--- config.mk ---
export PLATFORM = sky130hd
export DESIGN_NAME = spec_load_tracker
export DESIGN_NICKNAME = d
export VERILOG_FILES = /design/src/rtl/spec_load_pkg.sv /design/src/rtl/spec_load_entry.sv /design/src/rtl/spec_load_alloc.sv /design/src/rtl/spec_load_check.sv /design/src/rtl/spec_load_tracker.sv
export SDC_FILE = /design/constraint.sdc
export NUM_CORES = 2
export LEC_CHECK = 0
export BUFFER_PORTS_ARGS = -buffer_cell sky130_fd_sc_hd__buf_2
export CAP_MARGIN = 30
export CORE_ASPECT_RATIO = 1.75
export CORE_MARGIN = 1
export CORE_UTILIZATION = 44
export CTS_BUF_LIST = sky130_fd_sc_hd__clkbuf_8
export DETAILED_ROUTE_END_ITERATION = 10
export GPL_TIMING_DRIVEN = 0
export MAX_ROUTING_LAYER = met4
export PLACE_DENSITY = 0.6
export SYNTH_ARGS = -nofsm -noshare
export SYNTH_HDL_FRONTEND = slang
export SYNTH_SLANG_ARGS = --single-unit
--- constraint.sdc ---
create_clock -name clk -period 9.3 [get_ports clk]
set_input_delay 0.93 -clock clk [delete_from_list [all_inputs] [get_ports clk]]
set_output_delay 0.93 -clock clk [all_outputs]
set_load 0.02 [all_outputs]
--- src/rtl/spec_load_pkg.sv ---
package spec_load_pkg;

  localparam int unsigned WIDE_ADDR_W = 64;

  typedef enum logic {
    CHK_LOAD   = 1'b0,
    CHK_BRANCH = 1'b1
  } chk_form_e;

  // size code to byte count: 0->1, 1->2, 2->4, 3->8
  function automatic logic [3:0] span_bytes(input logic [1:0] code);
    return 4'd1 << code;
  endfunction

  // true when the two byte ranges share at least one byte
  function automatic logic ranges_overlap(
    input logic [WIDE_ADDR_W-1:0] a_base,
    input logic [1:0]             a_code,
    input logic [WIDE_ADDR_W-1:0] b_base,
    input logic [1:0]             b_code
  );
    logic [WIDE_ADDR_W:0] a_lo, a_hi, b_lo, b_hi;
    a_lo = {1'b0, a_base};
    b_lo = {1'b0, b_base};
    a_hi = a_lo + (WIDE_ADDR_W+1)'(span_bytes(a_code)) - (WIDE_ADDR_W+1)'(1);
    b_hi = b_lo + (WIDE_ADDR_W+1)'(span_bytes(b_code)) - (WIDE_ADDR_W+1)'(1);
    return (a_lo <= b_hi) && (b_lo <= a_hi);
  endfunction

endpackage

--- src/rtl/spec_load_entry.sv ---
module spec_load_entry
  import spec_load_pkg::*;
#(
  parameter int unsigned ADDR_W = 32,
  parameter int unsigned TAG_W  = 7
) (
  input  logic              clk,
  input  logic              rst_n,
  input  logic              wr_en,
  input  logic [ADDR_W-1:0] wr_addr,
  input  logic [1:0]        wr_size,
  input  logic [TAG_W-1:0]  wr_tag,
  input  logic              wr_br_hoist,
  input  logic              st_en,
  input  logic [ADDR_W-1:0] st_addr,
  input  logic [1:0]        st_size,
  input  logic              flush,
  input  logic              chk_kill,
  output logic              valid_q,
  output logic [TAG_W-1:0]  tag_q,
  output logic              br_hoist_q,
  output logic              snoop_hit,
  output logic              live
);

  logic [ADDR_W-1:0] addr_q;
  logic [1:0]        size_q;
  logic              valid_d;

  // stage 1: store snoop and flush
  assign snoop_hit = st_en && valid_q &&
                     ranges_overlap(WIDE_ADDR_W'(st_addr), st_size,
                                    WIDE_ADDR_W'(addr_q), size_q);
  assign live      = valid_q && !snoop_hit && !flush;

  // stage 3: allocation wins over everything before it
  assign valid_d   = wr_en || (live && !chk_kill);

  always_ff @(posedge clk) begin
    if (!rst_n) begin
      valid_q    <= 1'b0;
      addr_q     <= '0;
      size_q     <= '0;
      tag_q      <= '0;
      br_hoist_q <= 1'b0;
    end else begin
      valid_q <= valid_d;
      if (wr_en) begin
        addr_q     <= wr_addr;
        size_q     <= wr_size;
        tag_q      <= wr_tag;
        br_hoist_q <= wr_br_hoist;
      end
    end
  end

  assert_write_sets_R1: assert property (@(posedge clk) disable iff (!rst_n)
    wr_en |=> (valid_q && tag_q == $past(wr_tag) && br_hoist_q == $past(wr_br_hoist)));

  assert_store_kills_R2: assert property (@(posedge clk) disable iff (!rst_n)
    (snoop_hit && !wr_en) |=> !valid_q);

  assert_flush_kills_R10: assert property (@(posedge clk) disable iff (!rst_n)
    (flush && !wr_en) |=> !valid_q);

  assert_clear_kills_R9: assert property (@(posedge clk) disable iff (!rst_n)
    (chk_kill && !wr_en) |=> !valid_q);

endmodule

--- src/rtl/spec_load_alloc.sv ---
module spec_load_alloc #(
  parameter int unsigned ENTRIES = 16,
  parameter int unsigned TAG_W   = 7
) (
  input  logic               clk,
  input  logic               rst_n,
  input  logic               alloc_en,
  input  logic [TAG_W-1:0]   alloc_tag,
  input  logic [ENTRIES-1:0] keep,
  input  logic [TAG_W-1:0]   tags [ENTRIES],
  output logic [ENTRIES-1:0] wr_vec,
  output logic               use_reuse,
  output logic               use_free,
  output logic               use_rr
);

  localparam int unsigned IDX_W = (ENTRIES > 1) ? $clog2(ENTRIES) : 1;

  logic [ENTRIES-1:0] reuse_vec;
  logic [ENTRIES-1:0] free_vec;
  logic [ENTRIES-1:0] free_first;
  logic [IDX_W-1:0]   rr_ptr;

  for (genvar g = 0; g < ENTRIES; g++) begin : g_match
    assign reuse_vec[g] = keep[g] && (tags[g] == alloc_tag);
    assign free_vec[g]  = !keep[g];
  end

  // lowest-index free record
  always_comb begin
    logic found;
    found      = 1'b0;
    free_first = '0;
    for (int i = 0; i < ENTRIES; i++) begin
      if (free_vec[i] && !found) begin
        free_first[i] = 1'b1;
        found         = 1'b1;
      end
    end
  end

  assign use_reuse = alloc_en && (|reuse_vec);
  assign use_free  = alloc_en && !(|reuse_vec) && (|free_vec);
  assign use_rr    = alloc_en && !(|reuse_vec) && !(|free_vec);

  always_comb begin
    wr_vec = '0;
    if (use_reuse) begin
      wr_vec = reuse_vec;
    end else if (use_free) begin
      wr_vec = free_first;
    end else if (use_rr) begin
      for (int i = 0; i < ENTRIES; i++) begin
        wr_vec[i] = (IDX_W'(i) == rr_ptr);
      end
    end
  end

  always_ff @(posedge clk) begin
    if (!rst_n) begin
      rr_ptr <= '0;
    end else if (use_rr) begin
      rr_ptr <= (rr_ptr == IDX_W'(ENTRIES-1)) ? '0 : rr_ptr + IDX_W'(1);
    end
  end

  assert_alloc_onehot_R7: assert property (@(posedge clk) disable iff (!rst_n)
    alloc_en |-> ($countones(wr_vec) == 1));

  assert_alloc_idle_R1: assert property (@(posedge clk) disable iff (!rst_n)
    !alloc_en |-> (wr_vec == '0));

  assert_free_before_evict_R7: assert property (@(posedge clk) disable iff (!rst_n)
    use_free |-> ((wr_vec & keep) == '0));

  assert_reuse_same_tag_R6: assert property (@(posedge clk) disable iff (!rst_n)
    use_reuse |-> ($countones(wr_vec & keep) == 1));

endmodule

--- src/rtl/spec_load_check.sv ---
module spec_load_check
  import spec_load_pkg::*;
#(
  parameter int unsigned ENTRIES = 16,
  parameter int unsigned TAG_W   = 7
) (
  input  logic               clk,
  input  logic               rst_n,
  input  logic               chk_en,
  input  logic [TAG_W-1:0]   chk_tag,
  input  chk_form_e          chk_form,
  input  logic               chk_clear,
  input  logic [ENTRIES-1:0] live,
  input  logic [TAG_W-1:0]   tags [ENTRIES],
  input  logic [ENTRIES-1:0] br_hoist,
  output logic [ENTRIES-1:0] kill_vec,
  output logic               lookup_hit,
  output logic               res_valid,
  output logic               res_reload,
  output logic               res_recover,
  output logic               res_spec
);

  logic [ENTRIES-1:0] hit_vec;

  // stage 2: lookup sees the post-invalidation view
  for (genvar g = 0; g < ENTRIES; g++) begin : g_hit
    assign hit_vec[g]  = live[g] && (tags[g] == chk_tag);
    assign kill_vec[g] = chk_en && chk_clear && hit_vec[g];
  end

  assign lookup_hit = |hit_vec;

  always_ff @(posedge clk) begin
    if (!rst_n) begin
      res_valid   <= 1'b0;
      res_reload  <= 1'b0;
      res_recover <= 1'b0;
      res_spec    <= 1'b0;
    end else begin
      res_valid   <= chk_en;
      res_reload  <= chk_en && (chk_form == CHK_LOAD)   && !lookup_hit;
      res_recover <= chk_en && (chk_form == CHK_BRANCH) && !lookup_hit;
      res_spec    <= chk_en && (|(hit_vec & br_hoist));
    end
  end

  assert_tag_unique_R6: assert property (@(posedge clk) disable iff (!rst_n)
    chk_en |-> $onehot0(hit_vec));

  assert_strobe_follows_R11: assert property (@(posedge clk) disable iff (!rst_n)
    chk_en |=> res_valid);

  assert_strobe_idle_R11: assert property (@(posedge clk) disable iff (!rst_n)
    !chk_en |=> !res_valid);

  assert_quiet_when_idle_R11: assert property (@(posedge clk) disable iff (!rst_n)
    !res_valid |-> !(res_reload || res_recover || res_spec));

  assert_forms_exclusive_R4: assert property (@(posedge clk) disable iff (!rst_n)
    !(res_reload && res_recover));

  assert_hit_no_action_R3: assert property (@(posedge clk) disable iff (!rst_n)
    (chk_en && lookup_hit) |=> (!res_reload && !res_recover));

endmodule

--- src/rtl/spec_load_tracker.sv ---
module spec_load_tracker
  import spec_load_pkg::*;
#(
  parameter int unsigned ENTRIES = 16,
  parameter int unsigned ADDR_W  = 32,
  parameter int unsigned TAG_W   = 7
) (
  input  logic              clk,
  input  logic              rst_n,
  input  logic              alloc_en,
  input  logic [ADDR_W-1:0] alloc_addr,
  input  logic [1:0]        alloc_size,
  input  logic [TAG_W-1:0]  alloc_tag,
  input  logic              alloc_br_hoist,
  input  logic              st_en,
  input  logic [ADDR_W-1:0] st_addr,
  input  logic [1:0]        st_size,
  input  logic              chk_en,
  input  logic [TAG_W-1:0]  chk_tag,
  input  logic              chk_form,
  input  logic              chk_clear,
  input  logic              flush,
  output logic              res_valid,
  output logic              res_reload,
  output logic              res_recover,
  output logic              res_spec
);

  logic [ENTRIES-1:0] valid_vec;
  logic [ENTRIES-1:0] live_vec;
  logic [ENTRIES-1:0] snoop_vec;
  logic [ENTRIES-1:0] kill_vec;
  logic [ENTRIES-1:0] keep_vec;
  logic [ENTRIES-1:0] wr_vec;
  logic [ENTRIES-1:0] hoist_vec;
  logic [TAG_W-1:0]   tag_arr [ENTRIES];
  logic               use_reuse, use_free, use_rr;
  logic               lookup_hit;

  for (genvar g = 0; g < ENTRIES; g++) begin : g_entry
    spec_load_entry #(
      .ADDR_W (ADDR_W),
      .TAG_W  (TAG_W)
    ) u_entry (
      .clk         (clk),
      .rst_n       (rst_n),
      .wr_en       (wr_vec[g]),
      .wr_addr     (alloc_addr),
      .wr_size     (alloc_size),
      .wr_tag      (alloc_tag),
      .wr_br_hoist (alloc_br_hoist),
      .st_en       (st_en),
      .st_addr     (st_addr),
      .st_size     (st_size),
      .flush       (flush),
      .chk_kill    (kill_vec[g]),
      .valid_q     (valid_vec[g]),
      .tag_q       (tag_arr[g]),
      .br_hoist_q  (hoist_vec[g]),
      .snoop_hit   (snoop_vec[g]),
      .live        (live_vec[g])
    );
  end

  assign keep_vec = live_vec & ~kill_vec;

  spec_load_check #(
    .ENTRIES (ENTRIES),
    .TAG_W   (TAG_W)
  ) u_check (
    .clk         (clk),
    .rst_n       (rst_n),
    .chk_en      (chk_en),
    .chk_tag     (chk_tag),
    .chk_form    (chk_form_e'(chk_form)),
    .chk_clear   (chk_clear),
    .live        (live_vec),
    .tags        (tag_arr),
    .br_hoist    (hoist_vec),
    .kill_vec    (kill_vec),
    .lookup_hit  (lookup_hit),
    .res_valid   (res_valid),
    .res_reload  (res_reload),
    .res_recover (res_recover),
    .res_spec    (res_spec)
  );

  spec_load_alloc #(
    .ENTRIES (ENTRIES),
    .TAG_W   (TAG_W)
  ) u_alloc (
    .clk       (clk),
    .rst_n     (rst_n),
    .alloc_en  (alloc_en),
    .alloc_tag (alloc_tag),
    .keep      (keep_vec),
    .tags      (tag_arr),
    .wr_vec    (wr_vec),
    .use_reuse (use_reuse),
    .use_free  (use_free),
    .use_rr    (use_rr)
  );

  assert_flush_empties_R10: assert property (@(posedge clk) disable iff (!rst_n)
    (flush && !alloc_en) |=> (valid_vec == '0));

  assert_flush_blinds_lookup_R10: assert property (@(posedge clk) disable iff (!rst_n)
    flush |-> !lookup_hit);

  assert_snoop_only_valid_R2: assert property (@(posedge clk) disable iff (!rst_n)
    (snoop_vec & ~valid_vec) == '0);

  assert_evict_only_full_R7: assert property (@(posedge clk) disable iff (!rst_n)
    use_rr |-> (keep_vec == '1));

  assert_one_path_R6: assert property (@(posedge clk) disable iff (!rst_n)
    $onehot0({use_reuse, use_free, use_rr}));

endmodule

=== Word-level counts from Yosys, hierarchy flattened ===
Cells that the tools add are included.

* Flip-flop bits (word level): 696
* Word-level logic and storage cells: 511

* Add/subtract/negate cells: 35
* $lt $le $gt $ge: 32
* Equality and inequality tests: 48
* Shift operators: 17
* Multiplexer cells: 34
* Bitwise operators: 4
* Reduce and logical (&&, ||, !) cells: 256

{| class="wikitable"
|+ Operators by type and width
! cell !! count
|-
| $le 32x65->1 || 32
|-
| $sub 65x1->65 const B || 17
|-
| $add 32x4->33 || 17
|-
| $eq 7x7->1 || 32
|-
| $logic_and 1x1->1 || 169
|-
| $shl 1x2->4 const A || 17
|-
| $logic_not 1->1 || 66
|-
| $reduce_or 16->1 || 4
|-
| $mux 16 || 3
|-
| $and 16x16->16 || 2
|-
| $eq 4x4->1 const A || 8
|-
| $mux 1 || 30
|-
| $eq 3x4->1 const A || 4
|-
| $logic_or 1x1->1 || 16
|-
| $not 16->16 || 1
|-
| $eq 2x4->1 const A || 2
|-
| $add 4x1->4 const B || 1
|-
| $eq 1x4->1 const A || 1
|-
| $eq 4x4->1 const B || 1
|-
| $logic_not 4->1 || 1
|-
| $mux 4 || 1
|-
| $not 1->1 || 1
|}

=== Depth between registers and ports, before layout ===
* Depth after elaboration: 61
* Depth in mapped cells: 41

=== By module ===
Synthesis repeated with hierarchy kept, for this count alone.

* Cells, all modules: 13,998
* Area total of the unflattened synthesis: 111,161.6 µm²

{| class="wikitable"
|+ Modules (own cells, without submodules)
! module !! instances !! cells each !! area an instance (µm²) !! seq. area each (µm²)
|-
| spec_load_entry (g_entry[14].u_entry ...) || 9 || 844 || 6,732.7 || 860.8
|-
| spec_load_entry (g_entry[0].u_entry ...) || 6 || 836 || 6,622.6 || 860.8
|-
| spec_load_entry (g_entry[13].u_entry) || 1 || 843 || 6,607.6 || 860.8
|-
| spec_load_alloc || 1 || 300 || 2,213.4 || 80.1
|-
| spec_load_check || 1 || 227 || 1,790.5 || 80.1
|-
| spec_load_tracker || 1 || 16 || 220.2 || 0.0
|}

=== Worst setup path after synthesis ===
No wires, ideal clock.

* Kind: in2reg
* From: input st_size[1]
* To: register g_entry[13].u_entry.addr_q[4]
* Library setup time: 116 ps
* Data arrival time: 8,325 ps
* Setup slack: 859 ps
* Stages: 31
* Buffers on the path: 2
* Path through: nor2_1 > ha_1 > inv_1 > fa_1 > nand2b_1 > a21oi_1 > nand2_1 > or4_4 > a211oi_2 > nand2_1 > o211ai_1 > o41ai_1 > xnor2_1 > ha_1 > a21o_1 > a21o_1 > a21oi_1 > o21ai_0 > a21o_1 > maj3_1 > o311a_1 > o31a_1 > o31a_1 > a2111oi_0 > and3_1 > buf_4 > nand3_4 > o41ai_4 > buf_6 > mux2i_1 > nor2b_1

* Longest elaborated chain between the ends: 54

{| class="wikitable"
|+ Ends and longest elaborated chain
! element !! line !! RTL
|-
| start, declared || spec_load_tracker.sv:17 || <nowiki>input logic [1:0] st_size,</nowiki>
|-
| $shl 1x2->4 (*) || spec_load_pkg.sv:12 || <nowiki>return 4'd1 << code;</nowiki>
|-
| $add 32x4->33 (*) || spec_load_pkg.sv:25 || <nowiki>a_hi = a_lo + (WIDE_ADDR_W+1)'(span_bytes(a_code)) - (WIDE_ADDR_W+1)'(1);</nowiki>
|-
| $sub 65x1->65 (*) || spec_load_pkg.sv:25 ||
|-
| $le 32x65->1 || spec_load_pkg.sv:27 || <nowiki>return (a_lo <= b_hi) && (b_lo <= a_hi);</nowiki>
|-
| $logic_and 1x1->1 || spec_load_pkg.sv:27 ||
|-
| $logic_and 1x1->1 || spec_load_entry.sv:31 || <nowiki>assign snoop_hit = st_en && valid_q &&</nowiki>
|-
| $logic_not 1->1 || spec_load_entry.sv:34 || <nowiki>assign live = valid_q && !snoop_hit && !flush;</nowiki>
|-
| $logic_and 1x1->1 (2 in a row) || spec_load_entry.sv:34 ||
|-
| [37 not listed] || - ||
|-
| $logic_not 1->1 || spec_load_alloc.sv:35 || <nowiki>if (free_vec[i] && !found) begin</nowiki>
|-
| $logic_and 1x1->1 || spec_load_alloc.sv:35 ||
|-
| $mux 1 || spec_load_alloc.sv:35 ||
|-
| $logic_not 1->1 || spec_load_alloc.sv:35 ||
|-
| $logic_and 1x1->1 || spec_load_alloc.sv:35 ||
|-
| $mux 1 || spec_load_alloc.sv:35 ||
|-
| $mux 16 || spec_load_alloc.sv:50 || <nowiki>end else if (use_free) begin</nowiki>
|-
| $mux 16 (*) || spec_load_alloc.sv:48 || <nowiki>if (use_reuse) begin</nowiki>
|-
| end signal, assigned || spec_load_entry.sv:49 || <nowiki>addr_q <= wr_addr;</nowiki>
|-
| end, declared || spec_load_entry.sv:26 || <nowiki>logic [ADDR_W-1:0] addr_q;</nowiki>
|}

Mark *: on every way between the ends. The rest lies on a longest branch, timed or not.
A chain may end at the register's enable or synchronous reset.

=== Worst setup path in the final report ===
* From: input st_size[1]
* To: register g_entry[11].u_entry.addr_q[0]

* Longest elaborated chain between the ends: 48

{| class="wikitable"
|+ Ends and longest elaborated chain
! element !! line
|-
| $shl 1x2->4 (*) || spec_load_pkg.sv:12
|-
| $add 32x4->33 (*) || spec_load_pkg.sv:25
|-
| $sub 65x1->65 (*) || spec_load_pkg.sv:25
|-
| $le 32x65->1 || spec_load_pkg.sv:27
|-
| $logic_and 1x1->1 || spec_load_pkg.sv:27
|-
| $logic_and 1x1->1 || spec_load_entry.sv:31
|-
| $logic_not 1->1 || spec_load_entry.sv:34
|-
| $logic_and 1x1->1 (2 in a row) || spec_load_entry.sv:34
|-
| [31 not listed] || -
|-
| $logic_not 1->1 || spec_load_alloc.sv:35
|-
| $logic_and 1x1->1 || spec_load_alloc.sv:35
|-
| $mux 1 || spec_load_alloc.sv:35
|-
| $logic_not 1->1 || spec_load_alloc.sv:35
|-
| $logic_and 1x1->1 || spec_load_alloc.sv:35
|-
| $mux 1 || spec_load_alloc.sv:35
|-
| $mux 16 || spec_load_alloc.sv:50
|-
| $mux 16 (*) || spec_load_alloc.sv:48
|-
| end signal, assigned || spec_load_entry.sv:49
|-
| end, declared || spec_load_entry.sv:26
|}

Marks and branches as above.

==> run_results.csv <==
group,metric,value,unit
outcome,status,"finished with violations",
outcome,violations,"negative setup slack",
clock_tree,clk_latency,0.98,ns
setup_path,timing.rr.end,"g_entry[11].u_entry.addr_q[0]",
logic_synthesis,syn_area,83900,um^2
drt,first_iter_violations,7928,
setup_path,crit_type,"input port to register",
logic_synthesis,syn_inst,10500,
drt,wirelength,459000,um
setup_path,endpoint_kind,"register",
drt,wl_per_cell,33.7,um
final_layout,syn2layout_area_growth,14.9,%
sta,tightestPinTransition,1.13,ns
floorplan,initial_utilization,0.444,
floorplan,fp-row-count,211,
hold_path,hold_start,"chk_form",
logic_synthesis,yosysMostFrequentCell,"nand2_1",
sta,finalClockSkew,0.0533,ns
power,power_frac_clock,0.396,
setup_path,cp-start-kind,"input port",
hold_path,min_path_type,"input port to register",
setup_path,path_delay_family,"compound AO/OA/AOI/OAI gates",
logic_synthesis,synth_flop_cell,"dfxtp_1",
clock_tree,postCtsHoldBufs,0,
logic_synthesis,synth_fa_ha_area_frac,0.162,
sta,relSlewSlack,0.246,
hold_path,hold_path_depth,2,
power,powerDensity,90.8,nW/um^2
logic_synthesis,yosys-top-cells-area,"dfxtp_1 17%, ha_1 16%, mux2i_1 8.6%",
setup_path,required,10.14,ns
logic_synthesis,yosysTopAreaCell,"dfxtp_1",
logic_synthesis,synth_mux_area_frac,0.0884,
floorplan,dieWidth,332,um
power,finalPower,8.74,mW
global_routing,grt_pass1_wl,631000,um
logic_synthesis,synth_top_family_by_area,"simple AND/OR/NAND/NOR gates",
sta,hold_viol,0,
sta,timing.setup.tns,-0.0295,ns
logic_synthesis,async_flop_share,0,
floorplan,die_area,192000,um^2
setup_path,cp_max_fo,10,
global_routing,globalRouteTotalUtil,0.477,
logic_synthesis,synth_compound_gate_area_share,0.163,
final_layout,fill_cells,18500,
floorplan,ios,95,
setup_path,crit_slowest_cell,"a22oi_1",
power,pwr-share-comb,0.258,
sta,min_period,9.32,ns
logic_synthesis,synth_edf_count,0,
final_layout,final_cells,13600,
global_routing,grt-ovfl-total,0,
setup_path,reg2reg_from,"g_entry[9].u_entry.addr_q[5]",
hold_path,whs_endpoint,"u_check.res_reload",
clock_tree,h-tree-depth,4,
place,port_buffers,43,
power,p_leak,39.1,nW
run,maxCapViolations,0,
logic_synthesis,synth_xor_area_frac,0.133,
setup_path,critPathArrivalTime,10.16,ns
logic_synthesis,yosysTopAreaCellShare,0.166,
power,switching_power,3.19,mW
global_routing,antenna_found_initial,56,
clock_tree,clock-root-buffer,"clkbuf_8",
floorplan,die-height,580,um
logic_synthesis,ys_ff_latch,696,
final_layout,final_net_count,12100,
clock_tree,cts_tree,"built",
drt,viasPerCell,6.57,
logic_synthesis,avgSynthCellArea,7.96,um^2
setup_path,r2r_cells,30,
power,seqPwrFrac,0.346,
power,sw_frac_of_total,0.365,
sta,setup_ws,-0.0211,ns
power,internal_power,5.55,mW
place,post-place-cells,13200,
global_routing,grt_max_degree,23,
clock_tree,clk_path_buf_depth,3,
floorplan,core_area,189000,um^2
logic_synthesis,syn-num-nets,11700,
clock_tree,path_clk_slew,0.07,ns
drt,remaining_drc_errors,0,
logic_synthesis,synth_warnings,0,
drt,ant_nets,0,
setup_path,worst-path-buf-inv,7,
logic_synthesis,synthSimpleGateAreaFrac,0.245,
drt,vias,89400,
final_layout,drive_above_1_share,0.102,
setup_path,max_stage_delay,0.71,ns
logic_synthesis,ys_seq_area_frac,0.166,
clock_tree,cts.sink_count,696,
power,ir_drop,0.121,mV
logic_synthesis,ys_types,131,
sta,clock.fmax,107,MHz
sta,finalMaxSlewViolations,0,
clock_tree,cts_buffers,130,
sta,final-setup-viol-count,3,
logic_synthesis,synth_commonest_cells,"1071 x nand2_1, 1043 x ha_1, 783 x xnor2_1",
sta,hold_ws,0.153,ns
place,hpwl,364000,um
drt,dr.pass1.iters,6,
setup_path,rrSetupSlack,0.19,ns
global_routing,grt_pass1_vias,85400,
sta,finalCritPeriodShare,1.00,
place,place_congestion,1.08,
[logic make-up (layout without fill, tap and decap cells)]
logic type | after synthesis | after routing
AOI/OAI and AO/OA | 2005 | 2006
xor gates and xnor gates | 1210 | 1210
adders and majority gates | 1079 | 1079
buffers and inverters | 837 | 1404
DFF | 696 | 696
muxes | 739 | 739
other | 0 | 70
and+or+nand+nor | 3963 | 3963
[state kept, by name, indices dropped and copies added, names as in the netlist]
name / count
u_check.res_spec: 1
g_entry.u_entry.valid_q: 16
u_check.res_valid: 1
g_entry.u_entry.addr_q: 512
u_check.res_reload: 1
u_check.res_recover: 1
g_entry.u_entry.tag_q: 112
g_entry.u_entry.br_hoist_q: 16
g_entry.u_entry.size_q: 32
u_alloc.rr_ptr: 4
[metrics by stage]
step	setup slack, ns	cell area [um^2]	util
3_3_place_gp	-8.82	87100	0.461
3_5_place_dp	-3.41	91400	0.484
6_report	-0.0211	96300	0.510
4_1_cts	0.00197	95200	0.503
2_1_floorplan	0.859	83900	-
5_1_grt	-0.0706	96300	0.509
[worst register-to-register path, delay by kind of cell, from the launching register on]
kind / cells / cell delay, ns
mux: 1 / 0.31
buf+inv: 4 / 1.18
compound gates: 7 / 2.38
fa+ha+maj: 1 / 0.32
xor+xnor: 2 / 0.43
flops: 1 / 0.33
simple gates: 15 / 4.03
[metal layers]
layer  vias up  global-route usage  part of all wire
met1     43000               0.451              0.33
met2      4524               0.748              0.45
met5         -                   -                 0
li1      39700                   -                 -
met4         0               0.544              0.14
met3      2196               0.123             0.083
[power groups by stage]
stage / logic [mW] / registers (mW) / clock network [mW]
6_report: 2.25 / 3.02 / 3.46
5_1_grt: 2.29 / 3.02 / 3.57
4_1_cts: 2.12 / 3.02 / 3.46
3_5_place_dp: 2.09 / 3.09 / 0
3_3_place_gp: 1.83 / 3.09 / 0
2_1_floorplan: 0.944 / 3.08 / 0
[layout by cell type, fill, tap and decap left out, types with 121 or more instances in the layout]
cell type	synthesis	routed
a211oi_1	137	121
a21o_1	190	190
a21oi_1	385	374
and3_1	142	141
buf_4	26	124
clkbuf_1	476	435
clkbuf_8	0	164
dfxtp_1	696	692
ha_1	1043	1040
inv_1	193	219
mux2i_1	723	723
nand2_1	1071	1051
nand3_1	355	354
nand4_1	364	364
nor2_1	607	586
nor2b_1	371	366
nor3_1	288	269
nor4_1	172	159
o21ai_0	399	389
xnor2_1	783	765
xor2_1	385	372
[how the worst max path moves through the flow]
stage / from / endpoint / slack, ns / depth (start not counted)
after floorplan: st_size[1] / g_entry[13].u_entry.addr_q[4] / 0.86 / 31
after global placement: st_addr[1] / g_entry[7].u_entry.addr_q[26] / -8.82 / 26
after detailed placement: st_addr[1] / g_entry[8].u_entry.addr_q[30] / -3.41 / 33
after CTS: g_entry[2].u_entry.size_q[0] / g_entry[6].u_entry.addr_q[3] / 0.002 / 36
after global routing: g_entry[12].u_entry.size_q[1] / g_entry[4].u_entry.tag_q[2] / -0.07 / 38
final: st_size[1] / g_entry[11].u_entry.addr_q[0] / -0.02 / 34
[timing repair]
item                                   CTS  global route
endpoints found under the hold margin    0             0
gates resized for setup                132           170
setup buffers                           32            33
gates cloned                             0             1
setup endpoints to repair              695           685
pin swaps                               19            21
[area by class of cell]
cell class	count	area, um^2	area share
multi-input combinational	8997	68000	0.706
sequential	696	13900	0.145
timing repair buffer	346	4730	0.0491
tap	2449	3060	0.0318
buffer	626	2870	0.0298
clock buffer	162	2230	0.0232
inverter	200	763	0.00792
clock inverter	70	591	0.00613
antenna	70	175	0.00182
No activity file was read; power rests on OpenSTA's default activity.
